[config.mk]
export PLATFORM = sky130hd
export DESIGN_NAME = lin_hdr_tx
export DESIGN_NICKNAME = d
export VERILOG_FILES = /design/src/rtl/lin_hdr_pkg.sv /design/src/rtl/lin_baud_gen.sv /design/src/rtl/lin_pid_calc.sv /design/src/rtl/lin_hdr_tx.sv
export SDC_FILE = /design/constraint.sdc
export NUM_CORES = 1
export LEC_CHECK = 0
export ABC_CLOCK_PERIOD_IN_PS = 6100
export CORE_MARGIN = 4
export CORE_UTILIZATION = 61
export DETAILED_ROUTE_END_ITERATION = 10
export HOLD_SLACK_MARGIN = 0.08
export PLACE_DENSITY = 0.85
export SYNTH_ARGS = -nofsm -noshare
export SYNTH_HDL_FRONTEND = slang
export SYNTH_SLANG_ARGS = --single-unit
[constraint.sdc]
create_clock -name clk -period 6.1 [get_ports clk]
set_clock_uncertainty 0.15 [all_clocks]
set_input_delay 1.22 -clock clk [delete_from_list [all_inputs] [get_ports clk]]
set_output_delay 1.22 -clock clk [all_outputs]
set_load 0.05 [all_outputs]
[src/rtl/lin_hdr_pkg.sv]
package lin_hdr_pkg;
    typedef enum logic [2:0] {
        ST_IDLE,
        ST_PREIDLE,
        ST_BREAK,
        ST_DELIM,
        ST_SYNC,
        ST_PID
    } hdr_state_t;

    localparam int          OVS        = 16;
    localparam int          IDLE_BITS  = 10;
    localparam int          BRK_BITS   = 13;
    localparam int          DELIM_BITS = 1;
    localparam int          CHAR_BITS  = 10;
    localparam logic [7:0]  SYNC_BYTE  = 8'h55;
endpackage

[src/rtl/lin_baud_gen.sv]
module lin_baud_gen #(
    parameter int DIV_W = 16,
    parameter int OVS   = 16
) (
    input  logic             clk,
    input  logic             rst_n,
    input  logic             restart,
    input  logic [DIV_W-1:0] div,
    output logic             tick
);
    localparam int CW = DIV_W + $clog2(OVS) + 1;

    logic [CW-1:0] cnt;
    logic [CW-1:0] lim_m1;
    logic [DIV_W-1:0] eff;

    always_comb begin
        eff    = (div == '0) ? DIV_W'(1) : div;
        lim_m1 = CW'(eff) * CW'(OVS) - CW'(1);
    end

    assign tick = (cnt == lim_m1);

    always_ff @(posedge clk or negedge rst_n) begin
        if (!rst_n) begin
            cnt <= '0;
        end else if (restart || tick) begin
            cnt <= '0;
        end else begin
            cnt <= cnt + CW'(1);
        end
    end
endmodule

[src/rtl/lin_pid_calc.sv]
module lin_pid_calc (
    input  logic [5:0] ident,
    output logic [7:0] pid
);
    logic par_even;
    logic par_odd;

    always_comb begin
        par_even = ident[0] ^ ident[1] ^ ident[2] ^ ident[4];
        par_odd  = ~(ident[1] ^ ident[3] ^ ident[4] ^ ident[5]);
        pid      = {par_odd, par_even, ident};
    end
endmodule

[src/rtl/lin_hdr_tx.sv]
module lin_hdr_tx
    import lin_hdr_pkg::*;
#(
    parameter int DIV_W = 16
) (
    input  logic             clk,
    input  logic             rst_n,
    input  logic             start,
    input  logic             idle_en,
    input  logic [7:0]       id,
    input  logic [DIV_W-1:0] div,
    output logic             busy,
    output logic             done,
    output logic             tx
);
    hdr_state_t       state, nxt;
    logic [3:0]       bitcnt;
    logic [5:0]       id_q;
    logic [DIV_W-1:0] div_q;
    logic             bit_tick;
    logic             accept;
    logic             last_bit;
    logic [3:0]       last_idx;
    logic [7:0]       pid_byte;
    logic [9:0]       sync_frame;
    logic [9:0]       pid_frame;

    assign accept = (state == ST_IDLE) && start;

    lin_baud_gen #(.DIV_W(DIV_W), .OVS(OVS)) u_baud (
        .clk     (clk),
        .rst_n   (rst_n),
        .restart (state == ST_IDLE),
        .div     (div_q),
        .tick    (bit_tick)
    );

    lin_pid_calc u_pid (
        .ident (id_q),
        .pid   (pid_byte)
    );

    assign sync_frame = {1'b1, SYNC_BYTE, 1'b0};
    assign pid_frame  = {1'b1, pid_byte, 1'b0};

    // last bit index of each state
    always_comb begin
        unique case (state)
            ST_PREIDLE: last_idx = 4'(IDLE_BITS - 1);
            ST_BREAK:   last_idx = 4'(BRK_BITS - 1);
            ST_DELIM:   last_idx = 4'(DELIM_BITS - 1);
            ST_SYNC,
            ST_PID:     last_idx = 4'(CHAR_BITS - 1);
            default:    last_idx = 4'd0;
        endcase
        last_bit = bit_tick && (bitcnt == last_idx);
    end

    // next-state logic
    always_comb begin
        nxt = state;
        unique case (state)
            ST_IDLE:    if (start) nxt = idle_en ? ST_PREIDLE : ST_BREAK;
            ST_PREIDLE: if (last_bit) nxt = ST_BREAK;
            ST_BREAK:   if (last_bit) nxt = ST_DELIM;
            ST_DELIM:   if (last_bit) nxt = ST_SYNC;
            ST_SYNC:    if (last_bit) nxt = ST_PID;
            ST_PID:     if (last_bit) nxt = ST_IDLE;
            default:    nxt = ST_IDLE;
        endcase
    end

    // state register and captured request
    always_ff @(posedge clk or negedge rst_n) begin
        if (!rst_n) begin
            state  <= ST_IDLE;
            bitcnt <= '0;
            id_q   <= '0;
            div_q  <= '0;
            done   <= 1'b0;
        end else begin
            state <= nxt;
            done  <= (state == ST_PID) && last_bit;
            if (accept) begin
                id_q   <= id[5:0];
                div_q  <= div;
                bitcnt <= '0;
            end else if (last_bit) begin
                bitcnt <= '0;
            end else if (bit_tick) begin
                bitcnt <= bitcnt + 4'd1;
            end
        end
    end

    // outputs
    always_comb begin
        busy = 1'b1;
        tx   = 1'b1;
        unique case (state)
            ST_IDLE:    busy = 1'b0;
            ST_PREIDLE: tx   = 1'b1;
            ST_BREAK:   tx   = 1'b0;
            ST_DELIM:   tx   = 1'b1;
            ST_SYNC:    tx   = sync_frame[bitcnt];
            ST_PID:     tx   = pid_frame[bitcnt];
            default:    tx   = 1'b1;
        endcase
    end
endmodule

-- Word-level counts from Yosys, hierarchy flattened
Memories as Yosys holds them, arrays and structs flattened.
Index checks and enable logic that the tools add are counted.
- bits in registers: 51
- ROM bits: 16
- input bits: 28
- output and inout port bits: 3
- memories: 1
- add/sub/neg operators: 3
- order comparisons: 1
- eq/ne operators: 13
- mux-type cells: 19
- bitwise operators: 7
- reduce and logical (&&, ||, !) cells: 9
- memory list (memory ; words ; width ; read ports ; clocked after memory_dff ; wr ports ; line ; text):
    (name not given) ; 16 ; 1 ; 1 ; 0 ; 0 ; lin_hdr_tx.sv:105 ; ST_SYNC: tx = sync_frame[bitcnt];
- operators by type and width (cell ; count):
    21-bit by 1-bit adder with 21-bit output, second input constant ; 1
    21-bit == test ; 1
    21-bit 2-to-1 mux ; 1
    20-bit by 1-bit subtractor with 21-bit output, second input constant ; 1
    3-bit 2-to-1 mux ; 6
    3-bit one-hot mux with 6 select lines ; 1
    16-bit zero test ; 1
    16-bit 2-to-1 mux ; 1
    4-bit 2-to-1 mux ; 3
    2-bit != test, second input constant ; 6
    4-bit one-hot mux with 2 select lines ; 1
    3-bit by 2-bit == test with 1-bit output, second input constant ; 2
    3-bit == test, second input constant ; 2
    6-bit AND reduction ; 1
    1-bit bitwise XOR ; 6
    4-bit by 5-bit < comparator with 1-bit output, second input constant ; 1
    4-bit by 1-bit adder with 4-bit output, second input constant ; 1
    1-bit binary-select mux with 4-bit select ; 1
    4-bit == test ; 1
    3-bit by 1-bit == test with 1-bit output, second input constant ; 1
    1-bit logical AND ; 3
    3-bit zero test ; 1
    1-bit 2-to-1 mux ; 3
    1-bit one-hot mux with 3 select lines ; 1
    5 further kinds ; 5

-- Longest topological paths before layout
- depth after elaboration: 7
- gate-level depth with buffers: 16
- depth with buffers taken out: 12

-- Hierarchy
Synthesis repeated with hierarchy kept, for this count alone.
- cells, all modules: 320
- area, all modules: 3259.4 sq um
- modules (own cells, without submodules) (module ; times used ; cells each ; area each (sq um) ; sequential area each (sq um)):
    lin_baud_gen ; 1 ; 188 ; 1706.6 ; 525.5
    lin_hdr_tx ; 1 ; 119 ; 1448.9 ; 750.7
    lin_pid_calc ; 1 ; 13 ; 103.8 ; 0.0

-- Worst setup path before layout
No wires, ideal clock.
- kind: reg2reg
- from: register div_q[9]
- to: register state[0]
- data arrival time: 3869 ps
- data required time: 5830 ps
- path slack: 1961 ps
- stages on the path, launching flop included: 15
- buffers on the path: 2
- period minus slack after synthesis: 4139 ps
- cells stage by stage: dfrtp_1 > clkbuf_2 > nor4_4 > and2_1 > clkbuf_1 > a31oi_1 > ha_1 > o21ba_2 > a221oi_1 > a31oi_1 > or4_1 > or3_1 > or4_4 > or3_4 > and3_1
- cells in the longest elaborated chain, start to end: 7
- RTL lines (element ; line ; text):
    start: declaration ; lin_hdr_tx.sv:19 ; logic [DIV_W-1:0] div_q;
    start signal: assignment ; lin_hdr_tx.sv:86 ; div_q <= div;
    16-bit zero test ; lin_baud_gen.sv:18 ; eff = (div == '0) ? DIV_W'(1) : div;
    16-bit 2-to-1 mux (*) ; lin_baud_gen.sv:18 ;
    20-bit by 1-bit subtractor with 21-bit output (*) ; lin_baud_gen.sv:19 ; lim_m1 = CW'(eff) * CW'(OVS) - CW'(1);
    21-bit == test (*) ; lin_baud_gen.sv:22 ; assign tick = (cnt == lim_m1);
    1-bit logical AND (*) ; lin_hdr_tx.sv:56 ; last_bit = bit_tick && (bitcnt == last_idx);
    2-bit != test (no line) ; n/a ;
    6-bit AND reduction (no line) (*) ; n/a ;
    end signal: assignment ; lin_hdr_tx.sv:82 ; state <= nxt;
    end: declaration ; lin_hdr_tx.sv:16 ; hdr_state_t state, nxt;
Mark *: on every way between the ends. The rest lies on a longest branch, timed or not.
A chain may end at the register's enable or synchronous reset.

-- Final worst setup path
- from: register div_q[8]
- to: register u_baud.cnt[19]
- cells in the longest elaborated chain, start to end: 6
- RTL lines (element ; line ; text):
    16-bit zero test ; lin_baud_gen.sv:18 ;
    16-bit 2-to-1 mux (*) ; lin_baud_gen.sv:18 ;
    20-bit by 1-bit subtractor with 21-bit output (*) ; lin_baud_gen.sv:19 ;
    21-bit == test (*) ; lin_baud_gen.sv:22 ;
    1-bit logical OR (*) ; lin_baud_gen.sv:27 ; end else if (restart || tick) begin
    21-bit 2-to-1 mux (*) ; lin_baud_gen.sv:27 ;
    end signal: assignment ; lin_baud_gen.sv:30 ; cnt <= cnt + CW'(1);
    end: declaration ; lin_baud_gen.sv:13 ; logic [CW-1:0] cnt;
Marked as above.

==> key figures <==
Outcome
  – Status: complete, no violations

Timing
  – Max Fclk: 207.1 MHz
  – Setup TNS: 0 ps
  – Setup ws final: 1272 ps
  – Fin crit period: 4828 ps
  – Max-slew violations: 0
  – Final setup viols: 0
  – Crit share post-route: 79.15%
  – Rel. slew slack: 26.70%
  – RSZ-0062 raised after global routing: no
  – Worst-Margin Slew: 1100 ps
  – Final hold viol count: 0
  – Hold Slack: 315.3 ps

Clock network
  – Clk buf depth: 2
  – Root Driver: clkbuf_8
  – Clk slew on worst S/H paths: 90 ps
  – # hold bufs at CTS: 0
  – CTS-repair resized insts: 0
  – CTS buffer count: 5
  – CTS tree: yes
  – H-tree depth: 2
  – Clk Latency, worst-skew pair: 300 ps
  – Clock Sinks: 51
  – Number of setup buffers added after CTS: 0

Synth
  – Ys flop type: dfrtp_1
  – Synthesized flop and latch total: 51
  – Largest cells by area after synthesis: dfrtp_1 (42%), mux2_2 (8.2%), xnor2_1 (5.8%)
  – Syn_area_per_cell: 10.06 µm²
  – Yosys cell types: 59
  – Post-synthesis sequential area ratio: 42.03%
  – Post-synth ARST share: 100.0%
  – Cell area after synthesis: 3037 µm²
  – Synth Instances: 302
  – EDFF count, synth: 0
  – Synth Net Count: 333
  – Synth Warn #: 0
  – Synth area leader: dfrtp_1
  – Post-synth top area share: 42.03%

Floorplanning
  – Total core area: 4786 µm²
  – DIE WIDTH: 78.56 µm
  – Row Count: 25
  – Top Ports: 31
  – Die Y: 78.56 µm
  – Die area: 6171 µm²
  – Initial Utilization: 63.45%

Layout
  – Most frequent cells in the layout: dfrtp_1 (51), nor2_1 (34), clkdlybuf4s50_1 (27)
  – Multi-input combinational cell area: 1667 µm²
  – Most common cell after layout, fill and taps aside: dfrtp_1
  – Fin util: 71.40%
  – Fin nets: 353
  – # diodes: 0
  – FF/Latch Area: 1276 µm²
  – Area delta synth->final: 12.53%
  – Share of layout cells above drive strength 1: 12.69%
  – Fillers: 369

Power and ir drop
  – Max IR drop VDD: 0.2106 mV
  – Net Sw Frac: 39.14%
  – Static Leak: 1.394 nW
  – Logic pwr share: 40.0%
  – Sw Pwr: 0.5296 mW
  – Clock share of power: 14.0%
  – Seq pwr share: 45.9%
  – Internal power: 0.8235 mW
  – PD cells: 396.0 nW/µm²

Place
  – I/O Buffers: 28
  – Detailed Place HPWL: 4336 µm
  – GPL Wtd Cong: 0.8604
  – Post-place setup slack: 1308 ps

Route
  – Via count: 2274
  – DRT Wirelength: 5895 µm
  – Drc violations: 0
  – DRT iter0 DRCs: 199
  – Drt pass-1 iters: 4
  – Wire per inst: 15.12 µm
  – Vias per inst: 5.831
  – Antenna viol nets, final: 0

Hold path
  – Worst Hold Path Cells: 1
  – HP Class: flop to flop

Global routing
  – First-pass GRT wire length: 10400 µm
  – GRT Util Overall: 21.12%
  – Vias in the first global route: 2269
  – GR Overflow Total: 0
  – Largest net degree at the start of global routing: 52
  – Initial antenna violation count: 0

Critical path
  – Setup CP Type: flop to flop
  – Crit Path Max Fanout: 20
  – CP startpoint kind: flop
  – CP arrival: 4840 ps
  – Reg2Reg Depth: 12
  – CP Data Required Time: 6110 ps
  – Endpoint type of the worst setup path: flop

Run
  – Maxcap violations: 0
flip-flops by register name (all words and copies together), names as in the netlist:
name,cells
u_baud.cnt,21
div_q,16
id_q,6
bitcnt,4
state,3
done,1
cells in the mapped netlist, drive strengths merged, types with 7 or more instances:
library cell and n:
xnor2 20, mux2 22, and3 7, a21oi 10, clkbuf 9, nand3 12
xor2 20, inv 8, nor2 34, dfrtp 51, nand2 14
critical path, stage by stage (launching register included):
cell	delay, ps
dfrtp_1	550
nor4_4	110
and2_1	220
a31oi_1	290
ha_1	270
nor3b_1	630
nand2_1	150
xnor2_1	150
or4_1	480
or3_1	310
or4_1	620
nand2_1	580
nor2_1	150
cell type report:
type / instances / share of cell area, %
tap: 67 / 2.453
timing repair buffer: 28 / 8.056
sequential: 51 / 37.35
clock buffer: 6 / 2.124
multi-input combinational: 228 / 48.77
clock inverter: 2 / 0.3662
inverter: 8 / 0.8788
path summary, 6_finish.rpt:
kind                            slack, ps          start              to
min in group asynchronous             960          rst_n  u_baud.cnt[13]
worst min-delay path                  320  u_baud.cnt[0]   u_baud.cnt[0]
worst max register to register       1270       div_q[8]  u_baud.cnt[19]
worst max-delay path                 1270       div_q[8]  u_baud.cnt[19]
worst min register to register        320  u_baud.cnt[0]   u_baud.cnt[0]
max in group asynchronous            4160          rst_n       bitcnt[3]
logic make-up (layout without fill, tap and decap cells):
logic type | Yosys count | after routing | synth area share (%)
AND/OR/NAND/NOR | 116 | 116 | 22.37
multiplexers | 25 | 25 | 9.559
adder cells (fa/ha/maj) | 3 | 3 | 1.236
flip-flops | 51 | 51 | 42.03
buffers and inverters | 23 | 44 | 3.090
XOR/XNOR | 40 | 40 | 11.54
AO/OA/AOI/OAI | 44 | 44 | 10.18
stage by stage:
step                total power [mW]  instances  area [µm²]
global placement               1.137        382        3332
CTS                            1.360        390        3417
global route                   1.468        390        3417
finish                         1.353        390        3417
detailed placement             1.165        382        3332
floorplan                      1.040        302        3037
per-layer routing:
metal	vias up	GRT usage, %	share of wire [%]
met2	37	34.30	47
met1	1108	29.13	48
li1	1121	-	-
met5	-	0	0
met3	8	3.326	4.1
met4	0	6.294	1.1
power groups by stage:
stage | clock network, mW | registers (mW) | logic [mW]
floorplan | 0 | 0.554 | 0.486
global placement | 0 | 0.619 | 0.518
detailed placement | 0 | 0.628 | 0.538
CTS | 0.196 | 0.620 | 0.544
global route | 0.211 | 0.644 | 0.613
finish | 0.190 | 0.621 | 0.542
Power figures use the tool's default switching activity.
